## src/rtl/dbuf_pkg.sv

```systemverilog
package dbuf_pkg;
    localparam int FRAME_BITS = 24;
    localparam int CODE_W     = 16;
    localparam int NCH        = 2;
    localparam int PD_W       = 2;
    localparam int PD_LSB     = 4;
    localparam int CNT_W      = $clog2(FRAME_BITS + 1);

    localparam logic [2:0] CMD_WR_IN  = 3'b000;
    localparam logic [2:0] CMD_UPD    = 3'b001;
    localparam logic [2:0] CMD_WR_UPD = 3'b011;
    localparam logic [2:0] CMD_PWR    = 3'b100;
    localparam logic [2:0] CMD_MASK   = 3'b110;
    localparam logic [2:0] ADDR_ALL   = 3'b111;

    typedef struct packed {
        logic [1:0]        pad;
        logic [2:0]        cmd;
        logic [2:0]        addr;
        logic [CODE_W-1:0] data;
    } frame_t;

    function automatic logic addr_hits(input logic [2:0] addr, input int ch);
        return (addr == ADDR_ALL) || (addr == 3'(ch));
    endfunction
endpackage

```

## src/rtl/dbuf_sync.sv

```systemverilog
module dbuf_sync #(
    parameter int           W       = 1,
    parameter int           STAGES  = 2,
    parameter logic [W-1:0] RST_VAL = '0
) (
    input  logic         clk,
    input  logic         rst,
    input  logic [W-1:0] d,
    output logic [W-1:0] q
);
    logic [STAGES-1:0][W-1:0] sr;

    always_ff @(posedge clk) begin
        if (rst) sr <= {STAGES{RST_VAL}};
        else     sr <= {sr[STAGES-2:0], d};
    end

    assign q = sr[STAGES-1];
endmodule

```

## src/rtl/dbuf_rx.sv

```systemverilog
module dbuf_rx
    import dbuf_pkg::*;
(
    input  logic   clk,
    input  logic   rst,
    input  logic   sck,
    input  logic   sel_n,
    input  logic   sdi,
    output logic   frame_vld,
    output frame_t frame
);
    logic                  sck_q;
    logic [CNT_W-1:0]      cnt;
    logic [FRAME_BITS-1:0] shreg;
    logic                  sck_fall;

    assign sck_fall = sck_q & ~sck;

    always_ff @(posedge clk) begin
        if (rst) begin
            sck_q     <= 1'b0;
            cnt       <= '0;
            shreg     <= '0;
            frame_vld <= 1'b0;
        end else begin
            sck_q     <= sck;
            frame_vld <= 1'b0;
            if (sel_n) begin
                cnt <= '0;
            end else if (sck_fall && cnt != CNT_W'(FRAME_BITS)) begin
                shreg <= {shreg[FRAME_BITS-2:0], sdi};
                cnt   <= cnt + 1'b1;
                if (cnt == CNT_W'(FRAME_BITS - 1)) frame_vld <= 1'b1;
            end
        end
    end

    assign frame = frame_t'(shreg);
endmodule

```

## src/rtl/dbuf_chan.sv

```systemverilog
module dbuf_chan
    import dbuf_pkg::*;
#(
    parameter int CH = 0
) (
    input  logic              clk,
    input  logic              rst,
    input  logic              frame_vld,
    input  frame_t            frame,
    input  logic              load_lo,
    input  logic              load_fall,
    input  logic              mask_bit,
    output logic [CODE_W-1:0] dac,
    output logic [PD_W-1:0]   pd,
    output logic              dirty
);
    logic [CODE_W-1:0] in_q, in_nxt;
    logic sel, wr, upd_cmd, pwr, dirty_nxt, trig, xfer;

    always_comb begin
        sel       = frame_vld && addr_hits(frame.addr, CH);
        wr        = sel && (frame.cmd == CMD_WR_IN || frame.cmd == CMD_WR_UPD);
        upd_cmd   = sel && (frame.cmd == CMD_UPD || frame.cmd == CMD_WR_UPD);
        pwr       = frame_vld && frame.cmd == CMD_PWR && frame.data[CH];
        in_nxt    = wr ? frame.data : in_q;
        dirty_nxt = wr | dirty;
        trig      = upd_cmd | (wr & (mask_bit | load_lo)) | (load_fall & ~mask_bit);
        xfer      = trig & dirty_nxt;
    end

    always_ff @(posedge clk) begin
        if (rst) begin
            in_q  <= '0;
            dac   <= '0;
            pd    <= '0;
            dirty <= 1'b0;
        end else begin
            in_q  <= in_nxt;
            dirty <= dirty_nxt & ~xfer;
            if (xfer) dac <= in_nxt;
            if (pwr)  pd  <= frame.data[PD_LSB +: PD_W];
        end
    end
endmodule

```

## src/rtl/dbuf_dac_ctrl.sv

```systemverilog
module dbuf_dac_ctrl
    import dbuf_pkg::*;
(
    input  logic              clk,
    input  logic              rst,
    input  logic              ser_clk_i,
    input  logic              frame_sel_n_i,
    input  logic              ser_data_i,
    input  logic              load_n_i,
    output logic [CODE_W-1:0] dac_a_o,
    output logic [CODE_W-1:0] dac_b_o,
    output logic [PD_W-1:0]   pd_a_o,
    output logic [PD_W-1:0]   pd_b_o
);
    logic [3:0] pins_s;
    logic       sck_s, sel_n_s, sdi_s, load_n_s, load_q;
    logic       frame_vld, load_fall, load_lo;
    frame_t     frame;
    logic [NCH-1:0]             mask, dirty;
    logic [NCH-1:0][CODE_W-1:0] dac_w;
    logic [NCH-1:0][PD_W-1:0]   pd_w;

    dbuf_sync #(.W(4), .STAGES(2), .RST_VAL(4'b0101)) u_sync (
        .clk(clk), .rst(rst),
        .d({ser_clk_i, frame_sel_n_i, ser_data_i, load_n_i}),
        .q(pins_s)
    );
    assign {sck_s, sel_n_s, sdi_s, load_n_s} = pins_s;

    dbuf_rx u_rx (
        .clk(clk), .rst(rst), .sck(sck_s), .sel_n(sel_n_s), .sdi(sdi_s),
        .frame_vld(frame_vld), .frame(frame)
    );

    always_ff @(posedge clk) begin
        if (rst) begin
            load_q <= 1'b1;
            mask   <= '0;
        end else begin
            load_q <= load_n_s;
            if (frame_vld && frame.cmd == CMD_MASK) mask <= frame.data[NCH-1:0];
        end
    end

    assign load_fall = load_q & ~load_n_s;
    assign load_lo   = ~load_n_s;

    for (genvar c = 0; c < NCH; c++) begin : g_ch
        dbuf_chan #(.CH(c)) u_ch (
            .clk(clk), .rst(rst), .frame_vld(frame_vld), .frame(frame),
            .load_lo(load_lo), .load_fall(load_fall), .mask_bit(mask[c]),
            .dac(dac_w[c]), .pd(pd_w[c]), .dirty(dirty[c])
        );
    end

    assign dac_a_o = dac_w[0];
    assign dac_b_o = dac_w[1];
    assign pd_a_o  = pd_w[0];
    assign pd_b_o  = pd_w[1];
endmodule

```

## config.mk

```make
export PLATFORM = sky130hd
export DESIGN_NAME = dbuf_dac_ctrl
export DESIGN_NICKNAME = d
export VERILOG_FILES = /design/src/rtl/dbuf_pkg.sv /design/src/rtl/dbuf_sync.sv /design/src/rtl/dbuf_rx.sv /design/src/rtl/dbuf_chan.sv /design/src/rtl/dbuf_dac_ctrl.sv
export SDC_FILE = /design/constraint.sdc
export NUM_CORES = 1
export LEC_CHECK = 0
export BUFFER_PORTS_ARGS = -buffer_cell sky130_fd_sc_hd__buf_2
export CORE_MARGIN = 1
export CORE_UTILIZATION = 55
export DETAILED_ROUTE_END_ITERATION = 6
export HOLD_SLACK_MARGIN = 0.08
export PLACE_DENSITY = 0.75
export SKIP_CTS_REPAIR_TIMING = 1
export SYNTH_ARGS = -nofsm -noshare
export SYNTH_HDL_FRONTEND = slang
export SYNTH_SLANG_ARGS = --single-unit
```

## constraint.sdc

```tcl
create_clock -name clk -period 3 [get_ports clk]
set_input_delay 0.3 -clock clk [delete_from_list [all_inputs] [get_ports clk]]
set_output_delay 0.3 -clock clk [all_outputs]
set_load 0.02 [all_outputs]
```

==> impl_metrics.tcl, run 1 <==
set metrics [dict create \
    place_inst 562 \
    postSynthAreaPerCell_um2 9.29 \
    yosysTopAreaCellShare_pct 52.7 \
    worst_path_max_delay_cell "or2_1" \
    critPathCaptureType "flip-flop" \
    via_per_inst 5.36 \
    worst_pin_slew_ps 1050 \
    fin_crit_ps 2490 \
    track_usage_pct 21.9 \
    power_density_mw_per_mm2 533 \
    start_kind "flip-flop" \
    crit_chain "or4b_1, a211o_2, or2_1, o22ai_1, a221oi_2" \
    async_flop_share_pct 0 \
    hold_slack_ps 110 \
    dr.pass1.iters 4 \
    synth_edf_count 0 \
    routed_wirelength_um 8040 \
    h-tree-depth 3 \
    yosysSeqAreaShare_pct 52.7 \
    worstPathArrival_ps 2700 \
    overflow 0 \
    hold_viol 0 \
    rows 31 \
    die_h_um 89.2 \
    synth_top_cell_by_area "dfxtp_1" \
    ys.flop_type "dfxtp_1" \
    vias 3097 \
    path_buf_inv 0 \
    synth_cell_type_count 39 \
    post_drt_wl_per_cell_um 13.9 \
    utilization_pct 63.2 \
    dieArea_mm2 0.00796 \
    placed_area_mm2 0.00440 \
    gp_congestion 0.780 \
    drv_slew 0 \
    power_mw 2.46 \
    pre_cts_ws_ps 539 \
    rr_startpoint "u_rx.frame_vld" \
    skew_ps 9.43 \
    grt_max_degree 106 \
    stdcell_area_mm2 0.00461 \
    grt_pass1_vias 2750 \
    rsz0062_at_grt "false" \
    die_w_um 89.2 \
    critical_path_class "flip-flop to flip-flop" \
    drtIter0Drc 188 \
    grt_pass1_wl_um 13300 \
    ff_latch_area_mm2 0.00220 \
    max_slew_margin_pct 29.9 \
    ant_nets 0 \
    root_buffer "clkbuf_8" \
    layout_commonest_cell "dfxtp_1" \
    syn_nets 458 \
    ir_worst_vdd_uv 291 \
    drc_errors 0 \
    start_util_pct 57.3 \
    maxCapViolations 0 \
    portBuffers 41 \
    ys_warn_count 0 \
    clk_path_buf_depth 2 \
    hold_path_class "primary input to flip-flop" \
    tns_ps 0 \
    clkSinkCount 110 \
    worst_path_largest_cell_delay_ps 600 \
    post-route-period-util_pct 83.0 \
    cts_buffers 9 \
    n_fill_cell 618 \
    diodes 0 \
    io_pins 42 \
    fin_cells 578 \
    worst_hold_startpoint "load_n_i" \
    crit_fanout 32 \
    netlist_instances 450 \
    coreArea_mm2 0.00729 \
    area_growth_pct 10.2 \
    setup_slack_ps 511 \
    netlist_top_cells_area "dfxtp_1 53%, nand2_1 7.0%, a21oi_1 6.5%, mux2i_1 5.5%, a221oi_2 3.6%" \
    drive_gt1_share_pct 17.7 \
    cts_tree "yes" \
    clock_latency_ps 370 \
    fmax_ghz 0.402 \
    final_cell_mix "110 x dfxtp_1, 78 x nand2_1, 54 x a21oi_1" \
    cts.clk_slew.worst_paths_ps 100 \
    multiInputGateArea_mm2 0.00174 \
    antenna_found_initial 0 \
    setup_viol 0 \
    status "completed" \
    post-dp-hpwl_um 5050 \
    ys_ff_latch 110 \
    critPathRequiredTime_ps 3210 \
    synth_area_mm2 0.00418 \
    finalNetCount 482 \
    worstSetupStartpoint "u_rx.frame_vld" \
    p_leak_nw 1.67 \
    path_delay_family "simple AND/OR/NAND/NOR gates" \
]
==> worst paths after layout <==
check	endpoint	slack (ps)	depth (start not counted)
max reg2reg	g_ch[0].u_ch.dac[11]	510	5
max	g_ch[0].u_ch.dac[11]	510	5
min reg2reg	u_sync.q[0]	420	1
min	u_sync.sr[0]	110	2
==> Yosys cell counts, types with 2 or more instances <==
| library cell | n |
|---|---|
| a211oi_1 | 16 |
| a21oi_1 | 54 |
| a221oi_1 | 6 |
| a221oi_2 | 10 |
| and2_1 | 2 |
| buf_2 | 7 |
| buf_4 | 5 |
| clkbuf_1 | 21 |
| dfxtp_1 | 110 |
| ha_1 | 2 |
| inv_1 | 21 |
| mux2i_1 | 23 |
| nand2_1 | 78 |
| nand3_1 | 3 |
| nand4_1 | 5 |
| nor2_1 | 32 |
| nor2b_1 | 8 |
| o22ai_1 | 16 |
| or2_1 | 2 |
| or2_2 | 6 |
| xnor2_1 | 2 |
| xor2_1 | 4 |
==> cells by family (layout without fill, tap and decap cells) <==
family	after synthesis	count (layout)	share of synthesized area (%)
simple gates	144	144	15.5
xor+xnor	6	6	1.26
buf+inv	55	84	5.78
fa+ha+maj	2	2	0.598
mux	23	23	5.51
compound gates	110	110	18.7
flops	110	110	52.7
==> metal layers <==
metal	vias to the layer above	global-route usage [%]	routed length, µm
met3	9	2.95	330
met4	0	9.96	115
met2	71	32.0	3470
met5	-	0	0
li1	1586	-	-
met1	1431	32.1	4130
==> where the power goes <==
part / internal, mW / switching, mW
registers: 1.46 / 0.00218
logic: 0.0108 / 0.0339
clock network: 0.469 / 0.476
==> layout make-up <==
cell class	instances	share of cell area [%]
multi-input combinational	285	37.7
inverter	21	1.71
tap	99	2.69
timing repair buffer	47	5.48
clock buffer	10	2.77
sequential	110	47.8
clock inverter	6	1.87
==> state kept, by name (all words and copies together) (netlist names), 2 cells and up <==
signal and count:
g_ch.u_ch.pd 4, u_sync.q 4, mask 2, u_rx.cnt 5, g_ch.u_ch.dac 32, u_sync.sr 4, u_rx.frame 22, g_ch.u_ch.in_q 32
g_ch.u_ch.dirty 2
==> worst reg2reg max path: stages (launching register included) <==
cell	delay, ps
dfxtp_1	430
or4b_1	450
a211o_2	380
or2_1	600
o22ai_1	380
a221oi_2	90
No activity file was read; power rests on OpenSTA's default activity.
==> run 2, diff against run 1 <==
--- a/config.mk
+++ b/config.mk
@@ -7,10 +7,10 @@
 export LEC_CHECK = 0
 export BUFFER_PORTS_ARGS = -buffer_cell sky130_fd_sc_hd__buf_2
 export CORE_MARGIN = 1
-export CORE_UTILIZATION = 55
+export CORE_UTILIZATION = 52
 export DETAILED_ROUTE_END_ITERATION = 6
 export HOLD_SLACK_MARGIN = 0.08
-export PLACE_DENSITY = 0.75
+export PLACE_DENSITY = 0.74
 export SKIP_CTS_REPAIR_TIMING = 1
 export SYNTH_ARGS = -nofsm -noshare
 export SYNTH_HDL_FRONTEND = slang
==> constraint.sdc (replaced) <==
create_clock -name clk -period 2.2 [get_ports clk]
set_input_delay 0.22 -clock clk [delete_from_list [all_inputs] [get_ports clk]]
set_output_delay 0.22 -clock clk [all_outputs]
set_load 0.02 [all_outputs]
==> run 2 against run 1 <==
  * Non-clock buffer count grew 15
  * Count of clock-buffer cells in the layout shrank 1
  * Utilization shrank 1.5 points
  * Global-route usage shrank 0.053 points
  * Setup slack lost 430 ps
  * Sequential share of layout area shrank 1.9 points
  * Via count grew 3.7%
  * Clock skew grew 2.7 ps
  * Final cell count grew 3.1%
  * Critical endpoint is now g_ch[0].u_ch.dac[7]
  * Largest cell class unchanged
==> impl_metrics.tcl, run 2 (synthesis gave the netlist of run 1 again) <==
set metrics [dict create \
    start_kind "flip-flop" \
    setup_viol 0 \
    die_w_um 91.7 \
    crit_fanout 32 \
    finalNetCount 498 \
    clock_latency_ps 370 \
    ir_worst_vdd_uv 392 \
    hold_slack_ps 362 \
    routed_wirelength_um 8880 \
    dr.pass1.iters 4 \
    worstSetupEndpoint "g_ch[0].u_ch.dac[7]" \
    vias 3211 \
    cts_tree "yes" \
    r2r-end "g_ch[0].u_ch.dac[7]" \
    critPathRequiredTime_ps 2450 \
    diodes 0 \
    area_growth_pct 14.7 \
    fin_crit_ps 2120 \
    cts.clk_slew.worst_paths_ps 100 \
    worst_pin_slew_ps 640 \
    track_usage_pct 21.8 \
    worst_path_max_delay_cell "or4b_1" \
    gp_congestion 0.849 \
    fmax_ghz 0.472 \
    comb_power_share_pct 2.3 \
    coreArea_mm2 0.00777 \
    maxCapViolations 0 \
    drive_gt1_share_pct 19.8 \
    pwr-share-seq_pct 60.9 \
    clkSinkCount 110 \
    drv_slew 0 \
    overflow 0 \
    drc_errors 0 \
    root_buffer "clkbuf_8" \
    hold_viol 0 \
    post-dp-hpwl_um 5540 \
    grt_max_degree 43 \
    switchingPower_uw 732 \
    drtIter0Drc 184 \
    max_slew_margin_pct 57.3 \
    clk_path_buf_depth 2 \
    sw_frac_of_total_pct 22.3 \
    worstSetupStartpoint "u_rx.frame[16]" \
    grt_pass1_wl_um 14600 \
    rows 32 \
    portBuffers 41 \
    intPower_mw 2.55 \
    regToRegSetupSlack_ps 80 \
    n_fill_cell 676 \
    rsz0062_at_grt "true" \
    dieArea_mm2 0.00840 \
    grt_pass1_vias 2956 \
    start_util_pct 53.8 \
    io_pins 42 \
    tns_ps 0 \
    skew_ps 12.1 \
    layout_commonest_cell "dfxtp_1" \
    status "completed" \
    p_leak_nw 1.76 \
    worstPathArrival_ps 2370 \
    ant_nets 0 \
    cts_buffers 9 \
    worst_path_largest_cell_delay_ps 510 \
    final_cell_mix "110 x dfxtp_1, 78 x nand2_1, 54 x a21oi_1" \
    fin_cells 596 \
    via_per_inst 5.39 \
    die_h_um 91.7 \
    hold_path_class "primary input to flip-flop" \
    crit_chain "or4b_1, a211o_2, or2_1, buf_12, o22ai_1, a221oi_2" \
    rr_worst_depth 6 \
    post_drt_wl_per_cell_um 14.9 \
    power_density_mw_per_mm2 685 \
    critical_path_class "flip-flop to flip-flop" \
    h-tree-depth 3 \
    place_inst 576 \
    post-route-period-util_pct 96.4 \
    antenna_found_initial 0 \
    critPathCaptureType "flip-flop" \
    rr_startpoint "u_rx.frame[16]" \
    clkPwrFrac_pct 36.8 \
]
-- run 2: cell count changes in the layout (fill, tap and decap cells not counted), sizes merged --
| cell | previous run | this run |
|---|---|---|
| bufinv | 2 | 1 |
| clkbuf | 10 | 9 |
| inv | 21 | 22 |
| o211ai | 1 | 2 |
| dlygate4sd3 | 0 | 4 |
| buf | 47 | 58 |
-- run 2: power groups by stage --
| stage | Combinational (mW) | Clock, mW | Sequential [mW] |
|---|---|---|---|
| floorplan | 0.0499 | 0 | 2.05 |
| global placement | 0.0678 | 0 | 2.05 |
| detailed placement | 0.0695 | 0 | 2.05 |
| CTS | 0.0691 | 1.23 | 2.00 |
| global route | 0.0834 | 1.31 | 2.00 |
| finish | 0.0768 | 1.21 | 2.00 |
-- run 2: area by class of cell --
cell class / instances / area (µm²) / share of cell area (%)
Inverter: 21 / 78.8 / 1.64
Clock inverter: 6 / 71.3 / 1.49
Timing Repair Buffer: 62 / 423 / 8.82
Multi-Input combinational cell: 286 / 1770 / 36.9
Tap cell: 102 / 128 / 2.66
Sequential cell: 110 / 2200 / 45.9
Clock buffer: 9 / 124 / 2.58
-- run 2: layer usage --
layer	GRT usage [%]	wire, µm	vias up
met1	30.9	4250	1493
met4	8.07	165	0
met5	0	0	-
met2	32.8	4020	84
met3	4.48	446	13
li1	-	-	1621
-- run 2: per-stage QoR --
stage | power (mW) | util, % | instance area, µm² | setup slack, ps
after floorplan | 2.10 | - | 4180 | 127
after global placement | 2.11 | 58.3 | 4530 | 135
after detailed placement | 2.12 | 58.3 | 4530 | 62.0
after CTS | 3.30 | 60.8 | 4720 | 32.7
after global routing | 3.40 | 61.8 | 4800 | -20.9
final | 3.29 | 61.8 | 4800 | 79.4
-- run 2: critical path: cells and delay by family, from the launching register on --
| family | cells | cell delay (ps) |
|---|---|---|
| AND/OR/NAND/NOR | 2 | 780 |
| AO/OA/AOI/OAI | 3 | 720 |
| flip-flops | 1 | 320 |
| buffers and inverters | 1 | 170 |
-- run 2: worst min-delay path by stage --
stage               slack (ps)           from  depth (start not counted)                  to
floorplan                  320       load_n_i                          1        u_sync.sr[0]
global placement           400   u_sync.sr[0]                          1         u_sync.q[0]
detailed placement         400   u_sync.sr[2]                          1         u_sync.q[2]
CTS                         20  frame_sel_n_i                          2        u_sync.sr[2]
global route               380            rst                          2  g_ch[1].u_ch.pd[0]
finish                     360            rst                          2  g_ch[1].u_ch.pd[0]
